[src/rtl/thermal_guard_pkg.sv]
package thermal_guard_pkg;
  localparam int TEMP_W = 8;
  localparam int WIDE_W = TEMP_W + 2;
  typedef logic signed [TEMP_W-1:0] temp_t;
  typedef logic signed [WIDE_W-1:0] wide_t;
  localparam wide_t TEMP_MIN_W = wide_t'(-(2 ** (TEMP_W - 1)));

  // interrupt source indices
  localparam int SRC_HIGH = 0;
  localparam int SRC_CRIT = 1;
  localparam int SRC_N    = 2;

  function automatic logic exceeds(input temp_t sample, input temp_t lim);
    return sample > lim;
  endfunction

  // limit minus hysteresis, clamped to the most negative temperature
  function automatic temp_t release_floor(input temp_t lim, input logic [TEMP_W-1:0] hyst);
    wide_t diff;
    diff = wide_t'(lim) - $signed({2'b00, hyst});
    if (diff < TEMP_MIN_W) return temp_t'(TEMP_MIN_W);
    return temp_t'(diff);
  endfunction
endpackage

[src/rtl/thermal_guard_cmp.sv]
module thermal_guard_cmp
  import thermal_guard_pkg::*;
#(
  parameter int HYST_DEG = 5
) (
  input  temp_t temp_reading,
  input  temp_t high_limit,
  input  temp_t crit_limit,
  output logic  over_high,
  output logic  over_crit,
  output logic  at_release
);
  localparam logic [TEMP_W-1:0] HYST_V = TEMP_W'(HYST_DEG);

  temp_t floor_v;

  always_comb begin
    floor_v    = release_floor(crit_limit, HYST_V);
    over_high  = exceeds(temp_reading, high_limit);
    over_crit  = exceeds(temp_reading, crit_limit);
    at_release = !exceeds(temp_reading, floor_v);
  end
endmodule

[src/rtl/thermal_guard_throttle.sv]
module thermal_guard_throttle (
  input  logic clk,
  input  logic rst_n,
  input  logic sample,
  input  logic over_crit,
  input  logic at_release,
  input  logic fan_link_en,
  input  logic pin_in,
  output logic drive_en,
  output logic fan_full
);
  logic active_q;
  logic ext_pull_q;
  logic ext_pull_now;

  assign ext_pull_now = !active_q && !pin_in;

  always_ff @(posedge clk or negedge rst_n) begin
    if (!rst_n) begin
      active_q <= 1'b0;
    end else if (sample && over_crit) begin
      active_q <= 1'b1;
    end else if (sample && at_release) begin
      active_q <= 1'b0;
    end
  end

  always_ff @(posedge clk or negedge rst_n) begin
    if (!rst_n) ext_pull_q <= 1'b0;
    else        ext_pull_q <= ext_pull_now;
  end

  assign drive_en = active_q;
  assign fan_full = (active_q && fan_link_en) || ext_pull_q;

  AST_THR_SET: assert property (@(posedge clk) disable iff (!rst_n)
    sample && over_crit |=> drive_en);
  AST_THR_HOLD: assert property (@(posedge clk) disable iff (!rst_n)
    drive_en && !(sample && at_release) |=> drive_en);
  AST_THR_FAN_LINK: assert property (@(posedge clk) disable iff (!rst_n)
    drive_en && fan_link_en |-> fan_full);
endmodule

[src/rtl/thermal_guard_irq.sv]
module thermal_guard_irq
  import thermal_guard_pkg::*;
(
  input  logic clk,
  input  logic rst_n,
  input  logic sample,
  input  logic over_high,
  input  logic over_crit,
  input  logic at_release,
  input  logic high_irq_en,
  input  logic crit_irq_en,
  input  logic status_rd,
  output logic irq_n
);
  logic [SRC_N-1:0] hit;
  logic [SRC_N-1:0] en_v;
  logic [SRC_N-1:0] armed_q;
  logic [SRC_N-1:0] set_ev;
  logic [SRC_N-1:0] pend_q;

  assign hit[SRC_HIGH]  = over_high;
  assign hit[SRC_CRIT]  = over_crit;
  assign en_v[SRC_HIGH] = high_irq_en;
  assign en_v[SRC_CRIT] = crit_irq_en;

  for (genvar g = 0; g < SRC_N; g++) begin : g_src
    assign set_ev[g] = sample && hit[g] && en_v[g] && armed_q[g];

    always_ff @(posedge clk or negedge rst_n) begin
      if (!rst_n)            pend_q[g] <= 1'b0;
      else if (!en_v[g])     pend_q[g] <= 1'b0;
      else if (set_ev[g])    pend_q[g] <= 1'b1;
      else if (status_rd)    pend_q[g] <= 1'b0;
    end

    if (g == SRC_CRIT) begin : g_hyst_arm
      always_ff @(posedge clk or negedge rst_n) begin
        if (!rst_n)                    armed_q[g] <= 1'b1;
        else if (set_ev[g])            armed_q[g] <= 1'b0;
        else if (sample && at_release) armed_q[g] <= 1'b1;
      end
    end else begin : g_always_arm
      assign armed_q[g] = 1'b1;
    end
  end

  assign irq_n = !(|pend_q);

  AST_HIGH_RAISE: assert property (@(posedge clk) disable iff (!rst_n)
    sample && over_high && high_irq_en |=> !irq_n);
  AST_CRIT_REARM: assert property (@(posedge clk) disable iff (!rst_n)
    $rose(pend_q[SRC_CRIT]) |-> $past(armed_q[SRC_CRIT]));
  AST_READ_RELEASE: assert property (@(posedge clk) disable iff (!rst_n)
    status_rd && !(|set_ev) |=> irq_n);
  AST_MASK_ALL: assert property (@(posedge clk) disable iff (!rst_n)
    !high_irq_en && !crit_irq_en |=> irq_n);
endmodule

[src/rtl/thermal_guard.sv]
module thermal_guard
  import thermal_guard_pkg::*;
#(
  parameter int HYST_DEG = 5
) (
  input  logic       clk,
  input  logic       rst_n,
  input  logic       temp_valid,
  input  logic [7:0] temp_reading,
  input  logic [7:0] high_limit,
  input  logic [7:0] crit_limit,
  input  logic       fan_link_en,
  input  logic       high_irq_en,
  input  logic       crit_irq_en,
  input  logic       status_rd,
  input  logic       thr_pin_in,
  output logic       thr_drive_en,
  output logic       irq_n,
  output logic       fan_full
);
  logic over_high;
  logic over_crit;
  logic at_release;

  thermal_guard_cmp #(.HYST_DEG(HYST_DEG)) cmp_i (
    .temp_reading (temp_t'(temp_reading)),
    .high_limit   (temp_t'(high_limit)),
    .crit_limit   (temp_t'(crit_limit)),
    .over_high    (over_high),
    .over_crit    (over_crit),
    .at_release   (at_release)
  );

  thermal_guard_throttle thr_i (
    .clk         (clk),
    .rst_n       (rst_n),
    .sample      (temp_valid),
    .over_crit   (over_crit),
    .at_release  (at_release),
    .fan_link_en (fan_link_en),
    .pin_in      (thr_pin_in),
    .drive_en    (thr_drive_en),
    .fan_full    (fan_full)
  );

  thermal_guard_irq irq_i (
    .clk         (clk),
    .rst_n       (rst_n),
    .sample      (temp_valid),
    .over_high   (over_high),
    .over_crit   (over_crit),
    .at_release  (at_release),
    .high_irq_en (high_irq_en),
    .crit_irq_en (crit_irq_en),
    .status_rd   (status_rd),
    .irq_n       (irq_n)
  );

  AST_EXT_FAN: assert property (@(posedge clk) disable iff (!rst_n)
    !thr_drive_en && !thr_pin_in |=> fan_full || (thr_drive_en && !fan_link_en));
  AST_CRIT_IRQ: assert property (@(posedge clk) disable iff (!rst_n)
    temp_valid && over_crit && crit_irq_en && !thr_drive_en |=> !irq_n);
  AST_READ_KEEPS_THR: assert property (@(posedge clk) disable iff (!rst_n)
    status_rd && !temp_valid |=> $stable(thr_drive_en));
endmodule

[config.mk]
export PLATFORM = sky130hd
export DESIGN_NAME = thermal_guard
export DESIGN_NICKNAME = d
export VERILOG_FILES = /design/src/rtl/thermal_guard_pkg.sv /design/src/rtl/thermal_guard_cmp.sv /design/src/rtl/thermal_guard_throttle.sv /design/src/rtl/thermal_guard_irq.sv /design/src/rtl/thermal_guard.sv
export SDC_FILE = /design/constraint.sdc
export NUM_CORES = 1
export LEC_CHECK = 0
export CORE_MARGIN = 4
export CORE_UTILIZATION = 35
export DETAILED_ROUTE_END_ITERATION = 6
export DONT_BUFFER_PORTS = 1
export SYNTH_ARGS = -nofsm -noshare
export SYNTH_HDL_FRONTEND = slang
export SYNTH_SLANG_ARGS = --single-unit
[constraint.sdc]
create_clock -name clk -period 1.1 [get_ports clk]
set_input_delay 0.275 -clock clk [delete_from_list [all_inputs] [get_ports clk]]
set_output_delay 0.275 -clock clk [all_outputs]
set_load 0.005 [all_outputs]
==> results of run 1 <==
## state kept, by name, summed over array words and instances, names as in the netlist
signal and cells:
thr_i.drive_en 1, thr_i.ext_pull_q 1, irq_i.pend_q 2, irq_i.armed_q 1
## logic make-up after synthesis
group           Yosys count
mux                       1
buf+inv                  22
flops                     5
fa+ha+maj                25
simple gates             35
compound gates           33
xor+xnor                  4
## synthesized netlist by cell type
cell type   n  area, sq um
a221o_1     2         20.0
nand4_1     2         12.5
o21ai_0     3         15.0
a21o_1      5         37.5
and4_1      2         17.5
nor2_1      8         30.0
xnor2_1     4         35.0
a2111oi_4   1         27.5
a31oi_1     3         18.8
nand2_1    12         45.0
nor2_2      1         6.26
inv_1      22         82.6
dfrtp_1     4          100
a311o_1     1         10.0
a211oi_1    4         30.0
o21ai_1     1         5.00
o211a_1     1         10.0
nand3_1     3         15.0
nor2b_1     5         31.3
o21a_1      2         15.0
o22ai_1     1         6.26
a31o_2      1         8.76
o21bai_1    2         15.0
a21oi_1     6         30.0
mux2_4      1         15.0
dfstp_2     1         26.3
ha_1       25          313
nor4b_1     1         8.76
nand2b_1    1         6.26
## placed cells by master, fill, tap and decap left out, types with 4 or more instances in the layout
cell type / n
buf_4: 16
nor2b_1: 4
nor2_1: 8
dfrtp_1: 4
inv_1: 11
nand2_1: 10
a21o_1: 5
xnor2_1: 4
ha_1: 11
ha_4: 14
## worst max path at each step
stage / cells after the start / to / slack [ns]
2_1_floorplan: 13 / thr_i.drive_en$_DFFE_PN0P_ / -1.30
3_3_place_gp: 12 / thr_i.drive_en$_DFFE_PN0P_ / -1.39
3_5_place_dp: 13 / thr_i.drive_en$_DFFE_PN0P_ / -1.49
4_1_cts: 13 / thr_i.drive_en$_DFFE_PN0P_ / -1.14
5_1_grt: 12 / thr_i.drive_en$_DFFE_PN0P_ / -1.33
6_report: 12 / thr_i.drive_en$_DFFE_PN0P_ / -1.22
## critical path, delay by kind of cell
family          cells  cell delay, ns
mux                 1            0.34
simple gates        4            0.48
buf+inv             1            0.03
compound gates      4            0.98
fa+ha+maj           2            0.33
## final cells by class
| type | count | area share |
|---|---|---|
| clock buffers | 4 | 0.0172 |
| well taps | 31 | 0.0255 |
| repair buffers | 18 | 0.0928 |
| multi-input cells | 98 | 0.692 |
| flip-flops and latches | 5 | 0.0829 |
| inverters | 22 | 0.0895 |
## power breakdown
part,total [uW],internal [uW],switching (uW)
clock network,221,138,83.0
registers,266,232,34.0
logic,604,333,271
total,1090,702,388
## what timing repair did
item / 4_1_cts / 5_1_grt
pin swaps: 14 / 7
setup endpoints to repair: 5 / 5
resized for setup: 15 / 6
setup buffers: 5 / 0
hold buffers: 1 / 0
endpoints found under the hold margin: 5 / 0
## metal layers
layer | track usage | up-vias
met5 | 0 | -
met4 | 0.0557 | 0
met3 | 0.0168 | 6
met2 | 0.310 | 24
met1 | 0.194 | 463
li1 | - | 487
## metrics by stage
stage,setup TNS [ns],area (sq um),hold slack [ns],utilization,instances
after floorplan,-3.00,1210,-0.0206,-,125
after global routing,-3.13,1520,0.0803,0.557,178
after detailed placement,-3.74,1340,-0.0205,0.489,168
after CTS,-2.64,1490,0.0816,0.544,178
after global placement,-3.56,1340,-0.0205,0.489,168
final,-2.76,1520,0.0835,0.557,178
==> reports/summary.log, run 1 <==
INFO  yosys          cell_count_after_synthesis=125
INFO  run            maxCapViolCount=0
INFO  yosys          synth.area.mux_share=0.0151
INFO  place          preCtsSetupSlack=-1.49ns
INFO  sta            drv_slew=0
INFO  power          fin_total_pwr=1090uW
INFO  yosys          netlist_area=993squm
INFO  power          vdd.ir_drop.worst=516uV
INFO  global_route   grt_first_pass_wirelength=4630microns
INFO  critical_path  worstRegToRegCells=2
INFO  critical_path  worst_path_most_repeated_cell=ha_4
INFO  outcome        outcome=complete, but fails checks
INFO  sta            layout_setup_ws=-1.22ns
INFO  clock_tree     cts_buffer_depth=2
INFO  sta            max_slew_margin=0.771
INFO  critical_path  timing.reg2reg.setup_slack=0.04ns
INFO  routing        wirelength_met1=1140microns
INFO  critical_path  r2r-start=thr_i.drive_en$_DFFE_PN0P_
INFO  yosys          adder_cell_share_of_the_synthesized_area=0.315
INFO  critical_path  critical-path-max-stage-delay=0.34ns
INFO  yosys          synth-compound-area-share=0.251
INFO  worst_hold_path min_delay_worst_endpoint=thr_i.ext_pull_q$_DFF_PN0_
INFO  clock_tree     post_cts_clock_slew_at_the_launch_and_capture_registers_of_the_worst_setup_and_hold_paths=0.05ns
INFO  yosys          seq_area_frac_synth=0.127
INFO  worst_hold_path holdCritStartpoint=thr_pin_in
INFO  yosys          synthesis.nets=182
INFO  sta            rsz0062_at_grt=true
INFO  critical_path  r2r_end=thr_i.drive_en$_DFFE_PN0P_
INFO  place          weighted_congestion_at_the_end_of_routability_driven_global_placement=0.812
INFO  global_route   first_global_vias=1064
INFO  global_route   all_layer_gr_usage=0.166
INFO  sta            setup_viol=5
INFO  worst_hold_path hp-class=in -> reg
INFO  critical_path  path_class=in -> reg
INFO  critical_path  crit_path_cell_trace=inv_12, ha_4, nor2b_4, nor4b_2, o21bai_4, nand3_4, nand2b_4, ha_4, a21o_1, a211oi_2, mux2_4, a311o_1
INFO  routing        vias_per_cell=5.51
INFO  worst_hold_path min_delay_path_depth=1
INFO  die            initial_core_util=0.363
INFO  yosys          netlist-cell-type-count=29
INFO  outcome        failed_checks=negative setup slack
INFO  routing        drc_errors_left=0
INFO  power          power.leakage=0.000688uW
INFO  routing        detail_route.wl_per_cell=15.9microns
INFO  routing        drtAntennaViolNets=0
INFO  critical_path  crit_slowest_cell=mux2_4
INFO  clock_tree     cts_tree=done
INFO  global_route   grt_start_max_net_pins=7
INFO  clock_tree     clock_insertion_delay_worst_skew=0.24ns
INFO  clock_tree     cts_max_level=1
INFO  sta            maximum_frequency_from_static_timing_analysis=431MHz
INFO  yosys          yosysWarnings=0
INFO  critical_path  start_kind=primary input
INFO  yosys          main_combinational_cell_family_by_area_after_synthesis=adder cells
INFO  routing        vias=980
INFO  sta            worst_skew=0.0000399ns
INFO  critical_path  timing.critical_path.required=1.22ns
INFO  clock_tree     numCtsBuffers=3
INFO  routing        met2_wl_post_dr=1500microns
INFO  finish         layout.area.seq=126squm
INFO  yosys          post_synth_xor_area_fraction=0.0353
INFO  global_route   antenna_found_initial=0
INFO  finish         antenna_cells_inserted=0
INFO  clock_tree     cts_root_buffer=clkbuf_4
INFO  critical_path  worstSetupStartpoint=crit_limit[0]
INFO  yosys          synth-simple-area-share=0.174
INFO  sta            timing_hold_violations_final=0
INFO  routing        drt-initial-drc-count=12
INFO  finish         area_of_the_multi_input_gates=1050squm
INFO  yosys          syn_area_per_cell=7.95squm
INFO  finish         drive_gt1_frac=0.456
INFO  routing        detail_route.first_pass.iterations=4
INFO  critical_path  critical_path_arrival=2.44ns
INFO  finish         final_net_count=205
INFO  power          p_per_area=715nW/um^2
INFO  sta            tightestPinTransition=0.343ns
INFO  routing        drt_wl_total=2830microns
INFO  finish         filler_cell_count=276
INFO  sta            finalCritPeriodShare=2.11
INFO  sta            min_period=2.32ns
INFO  routing        highest_layer=met4
INFO  die            top_level_i_o_count=35
INFO  die            core.rowCount=19
INFO  global_route   grt_overflow=0
INFO  place          hpwlAfterDp=2350microns
INFO  die            die_x=61.3microns
INFO  die            die-area=3750squm
INFO  clock_tree     cts.sinks=5
INFO  die            floorplan.core_area=2730squm
INFO  critical_path  critical_path_peak_fanout=6
INFO  finish         syn_to_final_growth=53.4%
INFO  die            floorplan.die.height=61.3microns
INFO  routing        wl_met3=142microns
INFO  yosys          synth-seq-cells=5
INFO  critical_path  worstSetupEndpointType=register
INFO  place          placement.io_buffers=0
No activity file was read; power rests on OpenSTA's default activity.
==> run 2: changes to the inputs <==
--- a/config.mk
+++ b/config.mk
@@ -6,7 +6,7 @@
 export NUM_CORES = 1
 export LEC_CHECK = 0
 export CORE_MARGIN = 4
-export CORE_UTILIZATION = 35
+export CORE_UTILIZATION = 46
 export DETAILED_ROUTE_END_ITERATION = 6
 export DONT_BUFFER_PORTS = 1
 export SYNTH_ARGS = -nofsm -noshare
==> reports/summary.log, run 2 (synthesis gave the netlist of run 1 again) <==
INFO  critical_path  critical_path_arrival=2.52ns [was 2.44 ns]
INFO  place          hpwlAfterDp=2260microns [was 2350 microns]
INFO  die            initial_core_util=0.496 [was 0.363]
INFO  die            die-area=2970squm [was 3750 sq um]
INFO  global_route   gr-usage-met3=0.0191 [was 0.0168]
INFO  sta            rsz0062_at_grt=true [unchanged]
INFO  global_route   grt.met1_usage=0.243 [was 0.194]
INFO  finish         utilization=0.788 [was 0.557]
INFO  place          weighted_congestion_at_the_end_of_routability_driven_global_placement=0.804 [was 0.812]
INFO  global_route   first_global_vias=1060 [was 1064]
INFO  global_route   antenna_found_initial=0 [unchanged]
INFO  routing        drt-initial-drc-count=11 [was 12]
INFO  routing        vias_per_cell=5.69 [was 5.51]
INFO  sta            layout_setup_ws=-1.30ns [was -1.22 ns]
INFO  sta            setup_viol=5 [unchanged]
INFO  critical_path  crit_slowest_cell=mux2_4 [unchanged]
INFO  finish         syn_to_final_growth=58.7% [was 53.4%]
INFO  finish         layout_common_cells=14 x ha_4, 14 x buf_4, 11 x inv_1 [was 16 x buf_4, 14 x ha_4, 11 x inv_1, 11 x ha_1, 10 x nand2_1]
INFO  outcome        outcome=complete, but fails checks [unchanged]
INFO  finish         drive_gt1_frac=0.486 [was 0.456]
INFO  finish         filler_cell_count=139 [was 276]
INFO  finish         most_flops_register=irq_i.pend_q [unchanged]
INFO  place          placement.io_buffers=0 [unchanged]
INFO  sta            drv_slew=0 [unchanged]
INFO  global_route   use_met2=0.398 [was 0.310]
INFO  finish         area_of_the_multi_input_gates=1090squm [was 1050 sq um]
INFO  clock_tree     clock_insertion_delay_worst_skew=0.23ns [was 0.24 ns]
INFO  run            maxCapViolCount=0 [unchanged]
INFO  clock_tree     post_cts_clock_slew_at_the_launch_and_capture_registers_of_the_worst_setup_and_hold_paths=0.04ns [was 0.05 ns]
INFO  power          power.leakage=0.000701uW [was 0.000688 uW]
INFO  sta            min_period=2.40ns [was 2.32 ns]
INFO  clock_tree     cts_max_level=1 [unchanged]
INFO  power          vdd.ir_drop.worst=933uV [was 516 uV]
INFO  clock_tree     numCtsBuffers=3 [unchanged]
INFO  routing        drtAntennaViolNets=0 [unchanged]
INFO  die            floorplan.die.height=54.5microns [was 61.3 microns]
INFO  critical_path  crit_path_cell_trace=inv_12, ha_4, o21ai_0, buf_4, nor2_1, xnor2_1, nand2_2, ha_1, nand4_1, nor2_2, a211oi_2, mux2_4, a311o_1 [was inv_12, ha_4, nor2b_4, nor4b_2, o21bai_4, nand3_4, nand2b_4, ha_4, a21o_1, a211oi_2, mux2_4, a311o_1]
INFO  global_route   grt_overflow=0 [unchanged]
INFO  sta            fin_setup_tns=-2.95ns [was -2.76 ns]
INFO  sta            finalCritPeriodShare=2.19 [was 2.11]
INFO  clock_tree     cts.sinks=5 [unchanged]
INFO  die            floorplan.core_area=2000squm [was 2730 sq um]
INFO  finish         largest_register_ff_count=2 [unchanged]
INFO  outcome        failed_checks=negative setup slack [unchanged]
INFO  clock_tree     cts_tree=done [unchanged]
INFO  sta            timing_hold_violations_final=0 [unchanged]
INFO  routing        vias=995 [was 980]
INFO  global_route   grt_first_pass_wirelength=4530microns [was 4630 microns]
INFO  finish         final_net_count=206 [was 205]
INFO  routing        detail_route.first_pass.iterations=4 [unchanged]
INFO  clock_tree     cts_root_buffer=clkbuf_4 [unchanged]
INFO  critical_path  critical_path_peak_fanout=4 [was 6]
INFO  routing        drc_errors_left=0 [unchanged]
INFO  sta            worst_skew=0.000406ns [was 0.0000399 ns]
INFO  sta            tightestPinTransition=0.369ns [was 0.343 ns]
INFO  routing        drt_wl_total=2830microns [about the same]
INFO  sta            max_slew_margin=0.754 [was 0.771]
INFO  critical_path  start_kind=primary input [unchanged]
INFO  power          p_per_area=690nW/um^2 [was 715 nW/um^2]
INFO  global_route   all_layer_gr_usage=0.207 [was 0.166]
INFO  finish         layout.area.seq=126squm [unchanged]
INFO  critical_path  worstSetupEndpointType=register [unchanged]
INFO  critical_path  path_class=in -> reg [unchanged]
INFO  sta            maximum_frequency_from_static_timing_analysis=416MHz [was 431 MHz]
INFO  critical_path  critical-path-max-stage-delay=0.34ns [about the same]
INFO  finish         antenna_cells_inserted=0 [unchanged]
INFO  routing        detail_route.wl_per_cell=16.2microns [was 15.9 microns]
INFO  worst_hold_path hp-class=in -> reg [unchanged]
INFO  global_route   global_route.peak_usage_layer=met2 [unchanged]
INFO  clock_tree     cts_buffer_depth=2 [unchanged]
INFO  die            top_level_i_o_count=35 [unchanged]
INFO  critical_path  timing.critical_path.required=1.21ns [was 1.22 ns]
INFO  die            core.rowCount=16 [was 19]
INFO  die            die_x=54.5microns [was 61.3 microns]
INFO  global_route   grt_start_max_net_pins=7 [unchanged]
==> run 2: cell types whose count changed in the layout (fill, tap and decap cells not counted), sizes merged <==
cell / previous run / this run
buf: 17 / 18
==> run 2: what timing repair did <==
action / in CTS / in global routing
pin swaps: 17 / 9
gates resized for setup: 17 / 15
setup endpoints to repair: 5 / 5
buffers inserted: 1 / 3
hold endpoints to repair: 5 / 0
hold buffers: 1 / 0
==> run 2: per-layer routing <==
| metal | share of wire | vias up |
|---|---|---|
| li1 | - | 494 |
| met1 | 0.43 | 471 |
| met2 | 0.51 | 26 |
| met3 | 0.044 | 4 |
| met4 | 0.013 | 0 |
| met5 | 0 | - |
==> run 2: final timing paths <==
kind / startpoint / end / slack [ns] / depth (start not counted)
worst min-delay path: thr_pin_in / thr_i.ext_pull_q$_DFF_PN0_ / 0.10 / 1
max in group asynchronous: rst_n / irq_i.armed_q[1]$_DFFE_PN1P_ / 0.52 / 1
worst max-delay path: crit_limit[0] / thr_i.drive_en$_DFFE_PN0P_ / -1.30 / 13
min in group asynchronous: rst_n / thr_i.drive_en$_DFFE_PN0P_ / 0.33 / 1
worst max register to register: irq_i.armed_q[1]$_DFFE_PN1P_ / irq_i.armed_q[1]$_DFFE_PN1P_ / 0.08 / 3
worst min register to register: thr_i.drive_en$_DFFE_PN0P_ / thr_i.ext_pull_q$_DFF_PN0_ / 0.52 / 1
==> run 2: worst max-delay path: cells and delay by family <==
family / cells / cell delay, ns
muxes: 1 / 0.34
xor gates and xnor gates: 1 / 0.20
buffers and inverters: 2 / 0.20
adders and majority gates: 2 / 0.43
AOI/OAI and AO/OA: 3 / 0.76
and+or+nand+nor: 4 / 0.31
==> run 2: per-stage QoR <==
step / hold WS, ns / total power (uW) / cells / instance area, sq um / setup WS, ns
floorplan: -0.0206 / 654 / 125 / 1210 / -1.30
global placement: -0.0205 / 778 / 168 / 1360 / -1.37
detailed placement: -0.0205 / 796 / 168 / 1360 / -1.45
CTS: 0.0985 / 1060 / 174 / 1500 / -1.16
global route: 0.0920 / 1190 / 175 / 1580 / -1.41
finish: 0.102 / 1090 / 175 / 1580 / -1.30
==> run 2: final cells by class <==
cell class | count | area share
clock buffer | 4 | 0.0167
tap | 27 | 0.0214
timing repair buffer | 19 | 0.102
sequential | 5 | 0.0802
multi-input combinational | 98 | 0.690
inverter | 22 | 0.0897
==> run 2: power by group <==
part | switching, uW | leakage (uW) | internal, uW
sequential | 32.4 | 0.0000607 | 232
combinational | 284 | 0.000625 | 339
clock | 64.1 | 0.0000150 | 136
total | 381 | 0.000701 | 708
==> run 3: changes to the inputs <==
==> constraint.sdc (replaced) <==
create_clock -name clk -period 1.1 [get_ports clk]
set_input_delay 0.22 -clock clk [delete_from_list [all_inputs] [get_ports clk]]
set_output_delay 0.22 -clock clk [all_outputs]
set_load 0.005 [all_outputs]
==> reports/summary.log, run 3 (synthesis gave the netlist of run 1 again) <==
INFO  finish         layout_common_cells=19 x buf_4, 14 x ha_4, 11 x inv_1 [was 14 x ha_4, 14 x buf_4, 11 x inv_1]
INFO  routing        drtAntennaViolNets=0 [unchanged]
INFO  place          weighted_congestion_at_the_end_of_routability_driven_global_placement=0.844 [was 0.804]
INFO  global_route   grt.met1_usage=0.220 [was 0.243]
INFO  finish         most_flops_register=irq_i.pend_q [unchanged]
INFO  clock_tree     cts_tree=done [unchanged]
INFO  clock_tree     cts_buffer_depth=2 [unchanged]
INFO  global_route   antenna_found_initial=0 [unchanged]
INFO  die            top_level_i_o_count=35 [unchanged]
INFO  global_route   use_met2=0.343 [was 0.398]
INFO  die            floorplan.die.height=54.5microns [unchanged]
INFO  place          preCtsSetupSlack=-1.42ns [was -1.45 ns]
INFO  critical_path  timing.critical_path.required=1.21ns [about the same]
INFO  global_route   grt_overflow=0 [unchanged]
INFO  finish         largest_register_ff_count=2 [unchanged]
INFO  sta            fin_setup_tns=-2.43ns [was -2.95 ns]
INFO  critical_path  r2r-start=thr_i.drive_en$_DFFE_PN0P_ [was irq_i.armed_q[1]$_DFFE_PN1P_]
INFO  outcome        failed_checks=negative setup slack [unchanged]
INFO  run            maxCapViolCount=0 [unchanged]
INFO  global_route   global_route.peak_usage_layer=met2 [unchanged]
INFO  clock_tree     clock_insertion_delay_worst_skew=0.23ns [about the same]
INFO  die            core.rowCount=16 [unchanged]
INFO  critical_path  critical-path-max-stage-delay=0.33ns [was 0.34 ns]
INFO  power          power.leakage=0.000701uW [about the same]
INFO  power          p_per_area=695nW/um^2 [was 690 nW/um^2]
INFO  finish         antenna_cells_inserted=0 [unchanged]
INFO  routing        vias_per_cell=5.52 [was 5.69]
INFO  global_route   grt_start_max_net_pins=7 [unchanged]
INFO  sta            rsz0062_at_grt=true [unchanged]
INFO  clock_tree     cts.sinks=5 [unchanged]
INFO  sta            timing_hold_violations_final=0 [unchanged]
INFO  worst_hold_path holdCritStartpoint=thr_pin_in [unchanged]
INFO  sta            min_period=2.21ns [was 2.40 ns]
INFO  routing        drt_wl_total=2770microns [was 2830 microns]
INFO  critical_path  worstSetupStartpoint=crit_limit[0] [unchanged]
INFO  sta            setup_viol=4 [was 5]
INFO  die            initial_core_util=0.496 [unchanged]
INFO  clock_tree     cts_max_level=1 [unchanged]
INFO  critical_path  crit_slowest_cell=mux2_4 [unchanged]
INFO  routing        detail_route.wl_per_cell=15.5microns [was 16.2 microns]
INFO  finish         syn_to_final_growth=58.8% [was 58.7%]
INFO  sta            tightestPinTransition=0.348ns [was 0.369 ns]
INFO  die            floorplan.core_area=2000squm [unchanged]
INFO  critical_path  worstSetupEndpointType=register [unchanged]
INFO  power          vdd.ir_drop.worst=905uV [was 933 uV]
INFO  critical_path  crit_path_cell_trace=clkinv_16, ha_4, nor2b_4, nor4b_2, o21bai_4, nand3_4, nand2b_1, ha_1, a21o_1, a211oi_2, mux2_4, a311o_1 [was inv_12, ha_4, o21ai_0, buf_4, nor2_1, xnor2_1, nand2_2, ha_1, nand4_1, nor2_2, a211oi_2, mux2_4, a311o_1]
INFO  sta            finalCritPeriodShare=2.01 [was 2.19]
INFO  clock_tree     numCtsBuffers=3 [unchanged]
INFO  worst_hold_path hp-class=in -> reg [unchanged]
INFO  routing        drt-initial-drc-count=21 [was 11]
INFO  global_route   grt_first_pass_wirelength=4080microns [was 4530 microns]
INFO  global_route   all_layer_gr_usage=0.186 [was 0.207]
INFO  clock_tree     cts_root_buffer=clkbuf_4 [unchanged]
INFO  routing        drc_errors_left=0 [unchanged]
INFO  routing        vias=983 [was 995]
INFO  sta            maximum_frequency_from_static_timing_analysis=452MHz [was 416 MHz]
INFO  routing        detail_route.first_pass.iterations=4 [unchanged]
INFO  place          placement.io_buffers=0 [unchanged]
INFO  critical_path  timing.reg2reg.setup_slack=0.04ns [was 0.08 ns]
INFO  sta            layout_setup_ws=-1.11ns [was -1.30 ns]
INFO  clock_tree     post_cts_clock_slew_at_the_launch_and_capture_registers_of_the_worst_setup_and_hold_paths=0.04ns [about the same]
INFO  die            die_x=54.5microns [unchanged]
INFO  sta            worst_skew=0.000462ns [was 0.000406 ns]
INFO  die            die-area=2970squm [unchanged]
INFO  sta            max_slew_margin=0.768 [was 0.754]
INFO  critical_path  critical_path_arrival=2.32ns [was 2.52 ns]
INFO  outcome        outcome=complete, but fails checks [unchanged]
INFO  finish         filler_cell_count=126 [was 139]
INFO  critical_path  critical_path_peak_fanout=6 [was 4]
INFO  sta            drv_slew=0 [unchanged]
INFO  finish         drive_gt1_frac=0.497 [was 0.486]
INFO  place          hpwlAfterDp=2190microns [was 2260 microns]
INFO  finish         mostFrequentLayoutCell=buf_4
INFO  critical_path  path_class=in -> reg [unchanged]
INFO  global_route   first_global_vias=992 [was 1060]
INFO  global_route   gr-usage-met3=0.0272 [was 0.0191]
INFO  critical_path  start_kind=primary input [unchanged]
INFO  finish         final_net_count=209 [was 206]
-- run 3: cell types whose count changed in the layout (fill, tap and decap cells not counted), moves of 2 or more --
cell     previous run  this run
nand2_1             8        10
inv_8               2         0
nand2_2             4         2
buf_4              14        19
buf_6               4         2
-- run 3: report_power, final --
part / switching [uW] / internal [uW]
clock: 62.4 / 136
combinational: 286 / 353
sequential: 26.1 / 232
-- run 3: metrics by stage --
step                      total power [uW]  utilization  cell area, sq um  hold WS, ns  cells
final                                 1100        0.788              1580       0.0451    178
after global routing                  1210        0.788              1580       0.0364    178
after CTS                             1050        0.739              1480       0.0415    176
after detailed placement               802        0.684              1370      -0.0755    169
after global placement                 787        0.684              1370      -0.0755    169
after floorplan                        654            -              1210      -0.0756    125
-- run 3: final timing paths --
path	end	cells after the start
worst min-delay path	thr_i.ext_pull_q$_DFF_PN0_	1
min in group asynchronous	thr_i.ext_pull_q$_DFF_PN0_	1
max in group asynchronous	irq_i.armed_q[1]$_DFFE_PN1P_	1
worst max register to register	thr_i.drive_en$_DFFE_PN0P_	3
worst min register to register	thr_i.ext_pull_q$_DFF_PN0_	2
worst max-delay path	thr_i.drive_en$_DFFE_PN0P_	12
-- run 3: layer usage --
metal,up-vias,share of wire
met2,29,0.49
met5,-,0
met3,4,0.048
met4,0,0.019
met1,445,0.45
li1,505,-
-- run 3: timing repair --
action                                 4_1_cts  5_1_grt
pin swaps                                    8       14
gates cloned                                 0        0
setup endpoints to repair                    5        5
hold buffers                                 1        0
resized for setup                            9       20
endpoints found under the hold margin        5        0
buffers inserted                             2        2
-- run 3: area by class of cell --
type | instances | area (sq um) | share of cell area
multi-input cells | 98 | 1060 | 0.672
repair buffers | 22 | 175 | 0.111
well taps | 27 | 33.8 | 0.0214
flip-flops and latches | 5 | 126 | 0.0801
inverters | 22 | 155 | 0.0983
clock buffers | 4 | 26.3 | 0.0167
-- run 3: worst max-delay path, delay by kind of cell --
family	cells	cell delay, ns
AO/OA/AOI/OAI	4	0.84
adder cells (fa/ha/maj)	2	0.39
buffers and inverters	1	0.03
multiplexers	1	0.33
AND/OR/NAND/NOR	4	0.49
